`config.mk`:
```
export PLATFORM = sky130hd
export DESIGN_NAME = dram_refresh_sched
export DESIGN_NICKNAME = d
export VERILOG_FILES = /design/src/rtl/drs_pkg.sv /design/src/rtl/drs_tick_gen.sv /design/src/rtl/drs_pend_ctr.sv /design/src/rtl/drs_cbr_fsm.sv /design/src/rtl/dram_refresh_sched.sv
export SDC_FILE = /design/constraint.sdc
export NUM_CORES = 1
export LEC_CHECK = 0
export ABC_AREA = 1
export BUFFER_PORTS_ARGS = -buffer_cell sky130_fd_sc_hd__buf_4
export CAP_MARGIN = 20
export CORE_AREA = 5 5 85 87
export CTS_CLUSTER_SIZE = 8
export DETAILED_ROUTE_END_ITERATION = 7
export DIE_AREA = 0 0 90 92
export PLACE_DENSITY = 0.55
export SETUP_SLACK_MARGIN = 0.4
export SLEW_MARGIN = 0
export SYNTH_ARGS = -nofsm -noshare
export SYNTH_HDL_FRONTEND = slang
export SYNTH_SLANG_ARGS = --single-unit
```
`constraint.sdc`:
```
create_clock -name clk -period 3.1 [get_ports clk]
set_clock_uncertainty 0.15 [all_clocks]
set_input_delay 0.775 -clock clk [delete_from_list [all_inputs] [get_ports clk]]
set_output_delay 0.775 -clock clk [all_outputs]
set_load 0.01 [all_outputs]
```
`src/rtl/drs_pkg.sv`:
```
package drs_pkg;
   // Phases of one CAS-before-RAS refresh cycle, in issue order
   typedef enum logic [2:0] {
      ST_IDLE,
      ST_PREP,    // strobes high, CAS precharge before the cycle
      ST_CSET,    // CAS low, RAS high: setup before RAS
      ST_BOTH,    // both low: CAS hold after RAS
      ST_RHOLD,   // RAS low only, remainder of the RAS width
      ST_PRECH    // both high: RAS precharge
   } cbr_st_e;
endpackage

```
`src/rtl/drs_tick_gen.sv`:
```
module drs_tick_gen #(
   parameter int unsigned PAUSE_CYC    = 25000,
   parameter int unsigned INTERVAL_CYC = 1953
) (
   input  logic clk,
   input  logic rst_n,
   input  logic run,
   output logic pause_fire,
   output logic tick
);
   localparam int unsigned PW = $clog2(PAUSE_CYC + 1);
   localparam int unsigned IW = $clog2(INTERVAL_CYC);

   logic [PW-1:0] pcnt;
   logic [IW-1:0] icnt;

   // power-up pause: one-shot pulse in the last pause cycle
   always_ff @(posedge clk or negedge rst_n) begin
      if (!rst_n)            pcnt <= PW'(PAUSE_CYC);
      else if (pcnt != '0)   pcnt <= pcnt - 1'b1;
   end
   assign pause_fire = (pcnt == PW'(1));

   // refresh slot timer, frozen until run
   always_ff @(posedge clk or negedge rst_n) begin
      if (!rst_n)    icnt <= IW'(INTERVAL_CYC - 1);
      else if (run)  icnt <= (icnt == '0) ? IW'(INTERVAL_CYC - 1) : icnt - 1'b1;
   end
   assign tick = run && (icnt == '0);
endmodule

```
`src/rtl/drs_pend_ctr.sv`:
```
module drs_pend_ctr #(
   parameter int unsigned MAX_PEND  = 8,
   parameter int unsigned INIT_LOAD = 8
) (
   input  logic clk,
   input  logic rst_n,
   input  logic load,
   input  logic inc,
   input  logic dec,
   output logic pend_any,
   output logic pend_full
);
   localparam int unsigned CW = $clog2(MAX_PEND + 1);

   logic [CW-1:0] cnt;
   logic          inc_eff;

   // a new request is dropped only when full and nothing drains
   assign inc_eff = inc && ((cnt != CW'(MAX_PEND)) || dec);

   always_ff @(posedge clk or negedge rst_n) begin
      if (!rst_n)        cnt <= '0;
      else if (load)     cnt <= CW'(INIT_LOAD);
      else begin
         case ({inc_eff, dec})
            2'b10:   cnt <= cnt + 1'b1;
            2'b01:   cnt <= cnt - 1'b1;
            default: cnt <= cnt;
         endcase
      end
   end

   assign pend_any  = (cnt != '0);
   assign pend_full = (cnt == CW'(MAX_PEND));
endmodule

```
`src/rtl/drs_cbr_fsm.sv`:
```
module drs_cbr_fsm import drs_pkg::*; #(
   parameter int unsigned T_CRP = 1,
   parameter int unsigned T_CSR = 1,
   parameter int unsigned T_CHR = 2,
   parameter int unsigned T_RAS = 7,
   parameter int unsigned T_RP  = 4
) (
   input  logic clk,
   input  logic rst_n,
   input  logic start,
   output logic busy,
   output logic ras_n,
   output logic cas_n,
   output logic we_n
);
   localparam int unsigned M1   = (T_CRP > T_CSR) ? T_CRP : T_CSR;
   localparam int unsigned M2   = (T_RAS > T_RP)  ? T_RAS : T_RP;
   localparam int unsigned TMAX = (M1 > M2) ? M1 : M2;
   localparam int unsigned DW   = $clog2(TMAX + 1);

   cbr_st_e       st;
   logic [DW-1:0] cnt;

   function automatic cbr_st_e next_of(cbr_st_e s);
      case (s)
         ST_PREP:  return ST_CSET;
         ST_CSET:  return ST_BOTH;
         ST_BOTH:  return ST_RHOLD;
         ST_RHOLD: return ST_PRECH;
         default:  return ST_IDLE;
      endcase
   endfunction

   function automatic logic [DW-1:0] len_of(cbr_st_e s);
      case (s)
         ST_PREP:  return DW'(T_CRP - 1);
         ST_CSET:  return DW'(T_CSR - 1);
         ST_BOTH:  return DW'(T_CHR - 1);
         ST_RHOLD: return DW'(T_RAS - T_CHR - 1);
         ST_PRECH: return DW'(T_RP - 1);
         default:  return '0;
      endcase
   endfunction

   always_ff @(posedge clk or negedge rst_n) begin
      if (!rst_n) begin
         st  <= ST_IDLE;
         cnt <= '0;
      end else if (st == ST_IDLE) begin
         if (start) begin
            st  <= ST_PREP;
            cnt <= len_of(ST_PREP);
         end
      end else if (cnt != '0) begin
         cnt <= cnt - 1'b1;
      end else begin
         st  <= next_of(st);
         cnt <= len_of(next_of(st));
      end
   end

   assign busy  = (st != ST_IDLE);
   assign ras_n = !((st == ST_BOTH) || (st == ST_RHOLD));
   assign cas_n = !((st == ST_CSET) || (st == ST_BOTH));
   assign we_n  = 1'b1;   // write strobe held high: keeps test mode out
endmodule

```
`src/rtl/dram_refresh_sched.sv`:
```
module dram_refresh_sched import drs_pkg::*; #(
   parameter int unsigned CLK_KHZ       = 125000,
   parameter int unsigned PAUSE_US      = 200,
   parameter int unsigned REF_WINDOW_MS = 64,
   parameter int unsigned REF_ROWS      = 4096,
   parameter int unsigned PAUSE_CYC     = CLK_KHZ / 1000 * PAUSE_US,
   parameter int unsigned INTERVAL_CYC  = CLK_KHZ * REF_WINDOW_MS / REF_ROWS,
   parameter int unsigned WARMUP_REFS   = 8,
   parameter int unsigned MAX_PEND      = 8,
   parameter int unsigned T_CRP         = 1,
   parameter int unsigned T_CSR         = 1,
   parameter int unsigned T_CHR         = 2,
   parameter int unsigned T_RAS         = 7,
   parameter int unsigned T_RP          = 4,
   parameter int unsigned T_RC          = 11,
   parameter int unsigned REG_PINS      = 0
) (
   input  logic clk,
   input  logic rst_n,
   input  logic acc_req,
   input  logic seq_busy,
   input  logic seq_ras_n,
   input  logic seq_cas_n,
   input  logic seq_we_n,
   output logic acc_gnt,
   output logic init_done,
   output logic dram_ras_n,
   output logic dram_cas_n,
   output logic dram_we_n
);
   // elaboration-time parameter checks
   if (PAUSE_CYC < 1)                    begin : g_bad_pause  $error("PAUSE_CYC must be at least 1"); end
   if (INTERVAL_CYC < 2)                 begin : g_bad_ivl    $error("INTERVAL_CYC must be at least 2"); end
   if (WARMUP_REFS < 1 || WARMUP_REFS > MAX_PEND)
                                         begin : g_bad_warm   $error("WARMUP_REFS must be 1..MAX_PEND"); end
   if (T_CRP < 1 || T_CSR < 1 || T_CHR < 1 || T_RP < 1)
                                         begin : g_bad_phase  $error("every refresh phase needs one cycle"); end
   if (T_RAS <= T_CHR)                   begin : g_bad_ras    $error("T_RAS must exceed T_CHR"); end
   if (T_RAS + T_RP < T_RC)              begin : g_bad_rc     $error("T_RAS + T_RP below cycle time"); end
   if (REG_PINS > 1)                     begin : g_bad_reg    $error("REG_PINS is 0 or 1"); end

   logic pause_fire, tick;
   logic pend_any, pend_full;
   logic ref_busy, start, init_phase;
   logic f_ras_n, f_cas_n, f_we_n;
   logic m_ras_n, m_cas_n, m_we_n;
   logic use_seq;

   drs_tick_gen #(
      .PAUSE_CYC   (PAUSE_CYC),
      .INTERVAL_CYC(INTERVAL_CYC)
   ) i_tick (
      .clk       (clk),
      .rst_n     (rst_n),
      .run       (init_done),
      .pause_fire(pause_fire),
      .tick      (tick)
   );

   drs_pend_ctr #(
      .MAX_PEND (MAX_PEND),
      .INIT_LOAD(WARMUP_REFS)
   ) i_pend (
      .clk      (clk),
      .rst_n    (rst_n),
      .load     (pause_fire),
      .inc      (tick),
      .dec      (start),
      .pend_any (pend_any),
      .pend_full(pend_full)
   );

   drs_cbr_fsm #(
      .T_CRP(T_CRP),
      .T_CSR(T_CSR),
      .T_CHR(T_CHR),
      .T_RAS(T_RAS),
      .T_RP (T_RP)
   ) i_cbr (
      .clk  (clk),
      .rst_n(rst_n),
      .start(start),
      .busy (ref_busy),
      .ras_n(f_ras_n),
      .cas_n(f_cas_n),
      .we_n (f_we_n)
   );

   // warm-up forces refreshes; later, take them on idle bus or when full
   assign start   = !ref_busy && !seq_busy && pend_any &&
                    (!init_done || pend_full || !acc_req);
   assign acc_gnt = init_done && !ref_busy && !pend_full;

   always_ff @(posedge clk or negedge rst_n) begin
      if (!rst_n) begin
         init_phase <= 1'b0;
         init_done  <= 1'b0;
      end else if (pause_fire) begin
         init_phase <= 1'b1;
      end else if (init_phase && !pend_any && !ref_busy) begin
         init_phase <= 1'b0;
         init_done  <= 1'b1;
      end
   end

   // strobe mux shared with the sequencer
   assign use_seq = init_done && !ref_busy;
   assign m_ras_n = use_seq ? seq_ras_n : f_ras_n;
   assign m_cas_n = use_seq ? seq_cas_n : f_cas_n;
   assign m_we_n  = use_seq ? seq_we_n  : f_we_n;

   if (REG_PINS != 0) begin : g_pin_flop
      always_ff @(posedge clk or negedge rst_n) begin
         if (!rst_n) {dram_ras_n, dram_cas_n, dram_we_n} <= 3'b111;
         else        {dram_ras_n, dram_cas_n, dram_we_n} <= {m_ras_n, m_cas_n, m_we_n};
      end
   end else begin : g_pin_comb
      assign dram_ras_n = m_ras_n;
      assign dram_cas_n = m_cas_n;
      assign dram_we_n  = m_we_n;
   end
endmodule

```
==> results.md, run 1 <==
* Netlist cell types at 32
* Worst slew margin at 0.679
* Synth Register Bits at 38
* Most frequent CP cell: nor2_4
* Core area at 0.00628 mm²
* Reg2Reg Depth at 18
* IO Port Bufs at 11
* Sw Pwr at 0.000598 W
* Starting Density at 0.389
* Post-synth EDFFs at 0
* Worst-case clock buffer depth at 2
* Share of power burned in registers at 0.389
* Worst skew pair latency at 290 ps
* Placed Instance Area at 0.00262 mm²
* Final Critical Period at 2560 ps
* Diodes inserted at 0
* Combinational fraction of design power at 0.356
* Ys Warns at 0
* Fin. Hold Viols at 0
* Post-synthesis sequential area ratio at 0.395
* Cell row count at 29
* Post-synthesis instance area at 0.00244 mm²
* Worst hold slack at 282 ps
* WL/cell at 10.9 µm
* Die Width at 90 µm
* WL final at 4670 µm
* Internal power at 0.00104 W
* Pins Over Slew Limit at 0
* Critical path's largest stage delay at 450 ps
* Setup violators final at 0
* Commonest cells in the netlist: 84 x nand2_1, 61 x inv_1, 33 x nor2_1, 30 x nand3_1, 27 x dfrtp_1
* Crit path launch type: flop
* Actual slew at the worst max-slew pin at 481 ps
* Root Buffer: clkbuf_8
* Synth Area per Inst at 7.31 µm²
* Synth Flop Type: dfrtp_1
* Post-synth ARST share at 1.00
* Global-route wire length before repair at 8300 µm
* Worst path required time at 2170 ps
* R2r startpoint: i_tick.icnt[0]
* CP cell instances: nor2_4 -> nand2_2 -> nor2_4 -> inv_2 -> or2_1 -> buf_4
* DRC Markers at 0
* Crit share post-route at 0.826
* Remaining Overflow, GRT at 0
* Die area at 0.00828 mm²
* Post-CTS Hold Fix Bufs at 0
* Iter 0 DRT Violations at 37
* Crit path DAT at 1640 ps
* TNS Setup at 0 ps
* WS Path Type: flop to primary output
* CTS tree: done
* Max-Cap Viols at 0
* # IOs at 12
* Area Overhead vs Synth at 12.3%
* Power share of the clock group at 0.255
* CTS buffer count at 5
* Routability cong. at 0.819
* Fmax at 390 MHz
* Worst min path class: input pin to asynchronous set/reset pin
* Gr usage total at 0.122
* Outcome: finished clean
* Syn Nets at 351
* Fillers at 640
* Synth Instances at 334
* Fin nets at 369
* Hpwl dp at 3530 µm
* Share of post-route cells with drive strength above 1 at 0.181
* Die Span Y at 92 µm
* Crit path capture type: primary output
* Clk sinks at 38
* Vias in the first global route at 1,836
* Worst-path fanout max at 7
* Crit-path slowest cell: dfrtp_1
* Top cell type's share of synthesized area at 0.277
* Cell count after placement at 422
* Most instantiated library cell after synthesis: nand2_1
* P per Cell Area at 596 mW/mm²
* Clock Pin Slew Worst Setup and Hold Paths at 70 ps
* Max rail drop VDD at 0.342 mV
* Post-Layout Cell Count at 430
* Vias at 1,969
* Switching Share at 0.366
* Bufs and invs on worst path at 2
* Post-synth top area cell: dfrtp_1
* Initial antenna violation count at 0
* Synth top area cells: dfrtp_1 28%, nand2_1 13%, dfstp_2 12%
* Leakage power at 1.53 nW
* CTS H-tree lvls at 2
* Avg Vias per Cell at 4.58
* RSZ-0062 raised after global routing: true
* R2r setup slk at 620 ps
* CP top delay family: simple AND/OR/NAND/NOR gates
* Largest net degree at the start of global routing at 39
* Post-route ant nets at 0
* Post-route cell area at 0.00274 mm²
* Reg-to-Reg End: i_pend.cnt[2]
* TritonRoute pass-1 iters at 4
-- worst register-to-register path: stages, from the launching register on --
cell and delay, ps:
dfrtp_1 420, inv_2 90, ha_2 180, nand3_2 80
nor2_1 90, nand3_1 110, nor2_2 170, o21ai_2 90
ha_2 190, inv_1 60, nand2_1 60, and2_1 140
ha_1 170, inv_1 70, nand3b_1 80, nand3_1 80
o21ai_1 60, nand2_1 50, inv_1 40
-- cell families (layout without fill, tap and decap cells) --
group,after synthesis,count (layout),share of synthesized area
flops,38,38,0.395
fa+ha+maj,10,10,0.0512
buf+inv,67,86,0.105
xor+xnor,10,10,0.0359
simple gates,181,181,0.352
compound gates,28,28,0.0610
-- layout by cell type (no fill, tap or decap), types with 2 or more instances in the layout --
| cell type | netlist | routed |
|---|---|---|
| o21ai_0 | 11 | 9 |
| inv_2 | 4 | 6 |
| clkbuf_1 | 0 | 2 |
| nand2_2 | 5 | 5 |
| ha_2 | 0 | 2 |
| nand2_4 | 2 | 2 |
| nand3_1 | 30 | 29 |
| nor2_2 | 7 | 8 |
| clkbuf_8 | 0 | 5 |
| nand2_1 | 84 | 84 |
| a21oi_1 | 10 | 10 |
| dfrtp_1 | 27 | 27 |
| inv_1 | 61 | 59 |
| nand3b_1 | 3 | 3 |
| nand3_2 | 3 | 4 |
| ha_1 | 10 | 8 |
| nor2_1 | 33 | 32 |
| xor2_1 | 8 | 8 |
| o21ai_1 | 3 | 4 |
| buf_4 | 0 | 11 |
| dfstp_2 | 11 | 11 |
| nor2_4 | 6 | 6 |
| nor3_1 | 2 | 2 |
| xnor2_1 | 2 | 2 |
-- power groups by stage --
stage               logic, W  clock network [W]  registers, W
floorplan           0.000460                  0      0.000627
global placement    0.000578                  0      0.000644
detailed placement  0.000577                  0      0.000646
CTS                 0.000583           0.000432      0.000637
global route        0.000671           0.000456      0.000648
finish              0.000582           0.000416      0.000637
-- sequential cells by signal, indices dropped and copies added, names as in the netlist --
signal,count
i_cbr.cnt,3
init_done,1
i_cbr.st,3
init_phase,1
i_tick.icnt,11
i_pend.cnt,4
i_tick.pcnt,15
-- final cells by class --
class	count	area (µm²)	area share
Clock buffer	7	76.3	0.0278
Clock inverter	1	30.0	0.0109
Inverter	67	256	0.0935
Multi-Input combinational cell	229	1240	0.451
Sequential cell	38	965	0.352
Tap cell	77	96.3	0.0351
Timing Repair Buffer	11	82.6	0.0301
-- per-layer routing --
metal,GRT usage,part of all wire
met2,0.190,0.46
met3,0.0319,0.031
met4,0.0583,0.015
met5,0,0
met1,0.156,0.50
-- how the worst max path moves through the flow --
stage | start | end | slack [ps] | cells after the start
floorplan | seq_busy | i_pend.cnt[2] | 720 | 15
global placement | seq_busy | i_pend.cnt[2] | 490 | 16
detailed placement | seq_busy | i_pend.cnt[2] | 460 | 16
CTS | i_tick.icnt[0] | i_pend.cnt[2] | 430 | 18
global route | i_tick.icnt[0] | i_pend.cnt[2] | 380 | 19
finish | i_cbr.st[1] | dram_we_n | 540 | 6
-- metrics by stage --
step	power (W)	utilization	setup WS [ps]
floorplan	0.00109	-	719
global placement	0.00122	0.418	491
detailed placement	0.00122	0.418	457
CTS	0.00165	0.435	430
global route	0.00178	0.437	384
finish	0.00163	0.437	538
-- repair_timing --
item / CTS / global route
gates resized for setup: 0 / 9
setup endpoints to repair: 0 / 4
setup buffers: 0 / 0
No activity file was read; power rests on OpenSTA's default activity.
==> run 2, diff against run 1 <==
Clock period 3.1 ns to 2.43 ns, I/O delays scaled along.
==> run 2 against run 1 <==
  * Cell area rose by 13%
  * Sequential power grew 29%
  * Combinational power grew 86%
  * Sequential share of layout area is 4.1 points lower
  * Critical path depth grew 1
  * Register-to-register slack lost 500 ps
  * Clock power up 62%
  * Global-route usage up 1.1 points
  * Total power increased by 57%
  * Count of clock-buffer cells in the layout decreased by 1
  * Largest cell class unchanged
  * Highest routed layer unchanged
==> results.md, run 2 (same netlist as run 1, synthesis figures left out) <==
* Sw Pwr at 0.000884 W (was 0.000598 W)
* Worst slew margin at 0.670 (was 0.679)
* Die Span Y at 92 µm (unchanged)
* P per Cell Area at 826 mW/mm² (was 596 mW/mm²)
* Fin nets at 394 (was 369)
* Share of post-route cells with drive strength above 1 at 0.291 (was 0.181)
* Area Overhead vs Synth at 27.5% (was 12.3%)
* Routability cong. at 0.810 (was 0.819)
* Vias at 2,114 (was 1,969)
* Most common cell after layout, fill and taps aside: nand2_1 (unchanged)
* TritonRoute pass-1 iters at 4 (unchanged)
* Gr usage total at 0.133 (was 0.122)
* Reg2Reg Depth at 15 (was 18)
* Worst-case clock buffer depth at 2 (unchanged)
* Crit path DAT at 1590 ps (was 1640 ps)
* Crit share post-route at 0.966
* Worst path required time at 1670 ps (was 2170 ps)
* Worst-path fanout max at 3 (was 7)
* Internal power at 0.00169 W (was 0.00104 W)
* Initial antenna violation count at 0 (unchanged)
* WL/cell at 11.6 µm (was 10.9 µm)
* Share of power burned in registers at 0.318 (was 0.389)
* WL final at 5290 µm (was 4670 µm)
* Die Width at 90 µm (unchanged)
* CTS buffer count at 5 (unchanged)
* R2r startpoint: i_tick.icnt[0] (unchanged)
* Power share of the clock group at 0.261 (was 0.255)
* Crit path capture type: primary output (unchanged)
* Max-Cap Viols at 0 (unchanged)
* CTS tree: done (unchanged)
* R2r setup slk at 120 ps (was 620 ps)
* RSZ-0062 raised after global routing: true (unchanged)
* Largest net degree at the start of global routing at 39 (unchanged)
* TNS Setup at 0 ps (unchanged)
* Switching Share at 0.344 (was 0.366)
* WS Path Type: flop to primary output (unchanged)
* Worst Setup EP: dram_we_n (unchanged)
* Top Registers: i_tick.pcnt (15), i_tick.icnt (11), i_pend.cnt (4) (unchanged)
* Max reg flops at 15 (unchanged)
* Cell row count at 29 (unchanged)
* Remaining Overflow, GRT at 0 (unchanged)
* Clock Pin Slew Worst Setup and Hold Paths at 80 ps (was 70 ps)
* Fmax at 426 MHz
* Final Critical Period at 2350 ps
* Crit path launch type: flop (unchanged)
* CTS H-tree lvls at 2 (unchanged)
* Commonest cells after routing, fill and taps aside: 79 x nand2_1, 55 x inv_1, 31 x nor2_1, 30 x buf_4, 27 x nand3_1 (was 84 x nand2_1, 59 x inv_1, 32 x nor2_1, 29 x nand3_1, 27 x dfrtp_1)
* Diodes inserted at 0 (unchanged)
* Root Buffer: clkbuf_8 (unchanged)
* DRC Markers at 0 (unchanged)
* Fillers at 617 (was 640)
* Combinational fraction of design power at 0.421 (was 0.356)
* Worst skew pair latency at 290 ps (about the same)
* Hpwl dp at 3640 µm (was 3530 µm)
* Post-route ant nets at 0 (unchanged)
* Die area at 0.00828 mm² (unchanged)
* Starting Density at 0.389 (unchanged)
* Pins Over Slew Limit at 0 (unchanged)
* Reg-to-Reg End: i_pend.cnt[3] (was i_pend.cnt[2])
* Avg Vias per Cell at 4.65 (was 4.58)
* Outcome: finished clean (unchanged)
* First element of the critical path: i_cbr.st[0] (was i_cbr.st[1])
* Global-route wire length before repair at 9230 µm (was 8300 µm)
* Setup violators final at 0 (unchanged)
* Core area at 0.00628 mm² (unchanged)
* Vias in the first global route at 2,108 (was 1,836)
* Iter 0 DRT Violations at 81 (was 37)
* IO Port Bufs at 11 (unchanged)
* Clk sinks at 38 (unchanged)
* Fin. Hold Viols at 0 (unchanged)
* Fin util at 0.496 (was 0.437)
* Leakage power at 1.70 nW (was 1.53 nW)
* Max rail drop VDD at 0.509 mV (was 0.342 mV)
* Worst min path class: input pin to asynchronous set/reset pin (unchanged)
* Largest Register: i_tick.pcnt (unchanged)
* Actual slew at the worst max-slew pin at 495 ps (was 481 ps)
* # IOs at 12 (unchanged)
==> run 2: changes by cell type in the layout (fill, tap and decap cells not counted), moves of 5 or more <==
| cell | previous run | this run |
|---|---|---|
| buf_4 | 11 | 30 |
| buf_6 | 0 | 6 |
| ha_4 | 0 | 5 |
| nand2_1 | 84 | 79 |
==> run 2: layout make-up <==
cell class                 instances  area, µm²  share of cell area
tap                               77       96.3              0.0309
sequential                        38        968               0.311
timing repair buffer              36        293              0.0940
inverter                          67        256              0.0824
clock inverter                     2       60.1              0.0193
multi-input combinational        229       1360               0.436
clock buffer                       6       82.6              0.0265
==> run 2: worst max-delay path: stages (launching register included) <==
cell	delay, ps
dfrtp_2	430
nor2_4	150
buf_6	120
nand2_4	50
nor2_4	130
inv_2	70
or2_1	210
buf_6	120
==> run 2: metal layers <==
| layer | global-route usage | vias up | wire, µm |
|---|---|---|---|
| met5 | 0 | - | 0 |
| met4 | 0.0409 | 0 | 72 |
| met3 | 0.0286 | 9 | 123 |
| met2 | 0.220 | 22 | 2530 |
| met1 | 0.174 | 974 | 2570 |
| li1 | - | 1109 | - |
==> run 2: worst min path at each step <==
stage / startpoint / to / slack [ps]
finish: rst_n / i_tick.pcnt[11] / 120
global route: rst_n / i_tick.pcnt[11] / 160
CTS: rst_n / i_tick.pcnt[11] / 140
detailed placement: i_tick.pcnt[14] / i_tick.pcnt[14] / 300
global placement: i_tick.pcnt[14] / i_tick.pcnt[14] / 310
floorplan: rst_n / i_cbr.cnt[0] / 160
==> run 2: metrics by stage <==
stage | total power [W] | worst slack [ps] | area (µm²) | instances | hold slack [ps]
global route | 0.00277 | -65.0 | 3110 | 455 | 165
global placement | 0.00159 | 37.2 | 2660 | 424 | 315
CTS | 0.00248 | 102 | 3020 | 452 | 143
detailed placement | 0.00159 | 0.619 | 2660 | 424 | 304
floorplan | 0.00140 | 196 | 2460 | 334 | 162
finish | 0.00257 | 81.7 | 3110 | 455 | 125
==> run 2: power by group through the flow <==
stage	clock [W]	sequential (W)	combinational, W
finish	0.000672	0.000819	0.00108
global route	0.000717	0.000830	0.00122
CTS	0.000696	0.000811	0.000972
detailed placement	0	0.000824	0.000764
global placement	0	0.000824	0.000763
floorplan	0	0.000801	0.000595
==> run 2: timing repair <==
item / CTS / global route
pin swaps: 7 / 7
setup endpoints to repair: 8 / 8
buffers inserted: 20 / 3
hold buffers: 0 / 0
resized for setup: 18 / 16
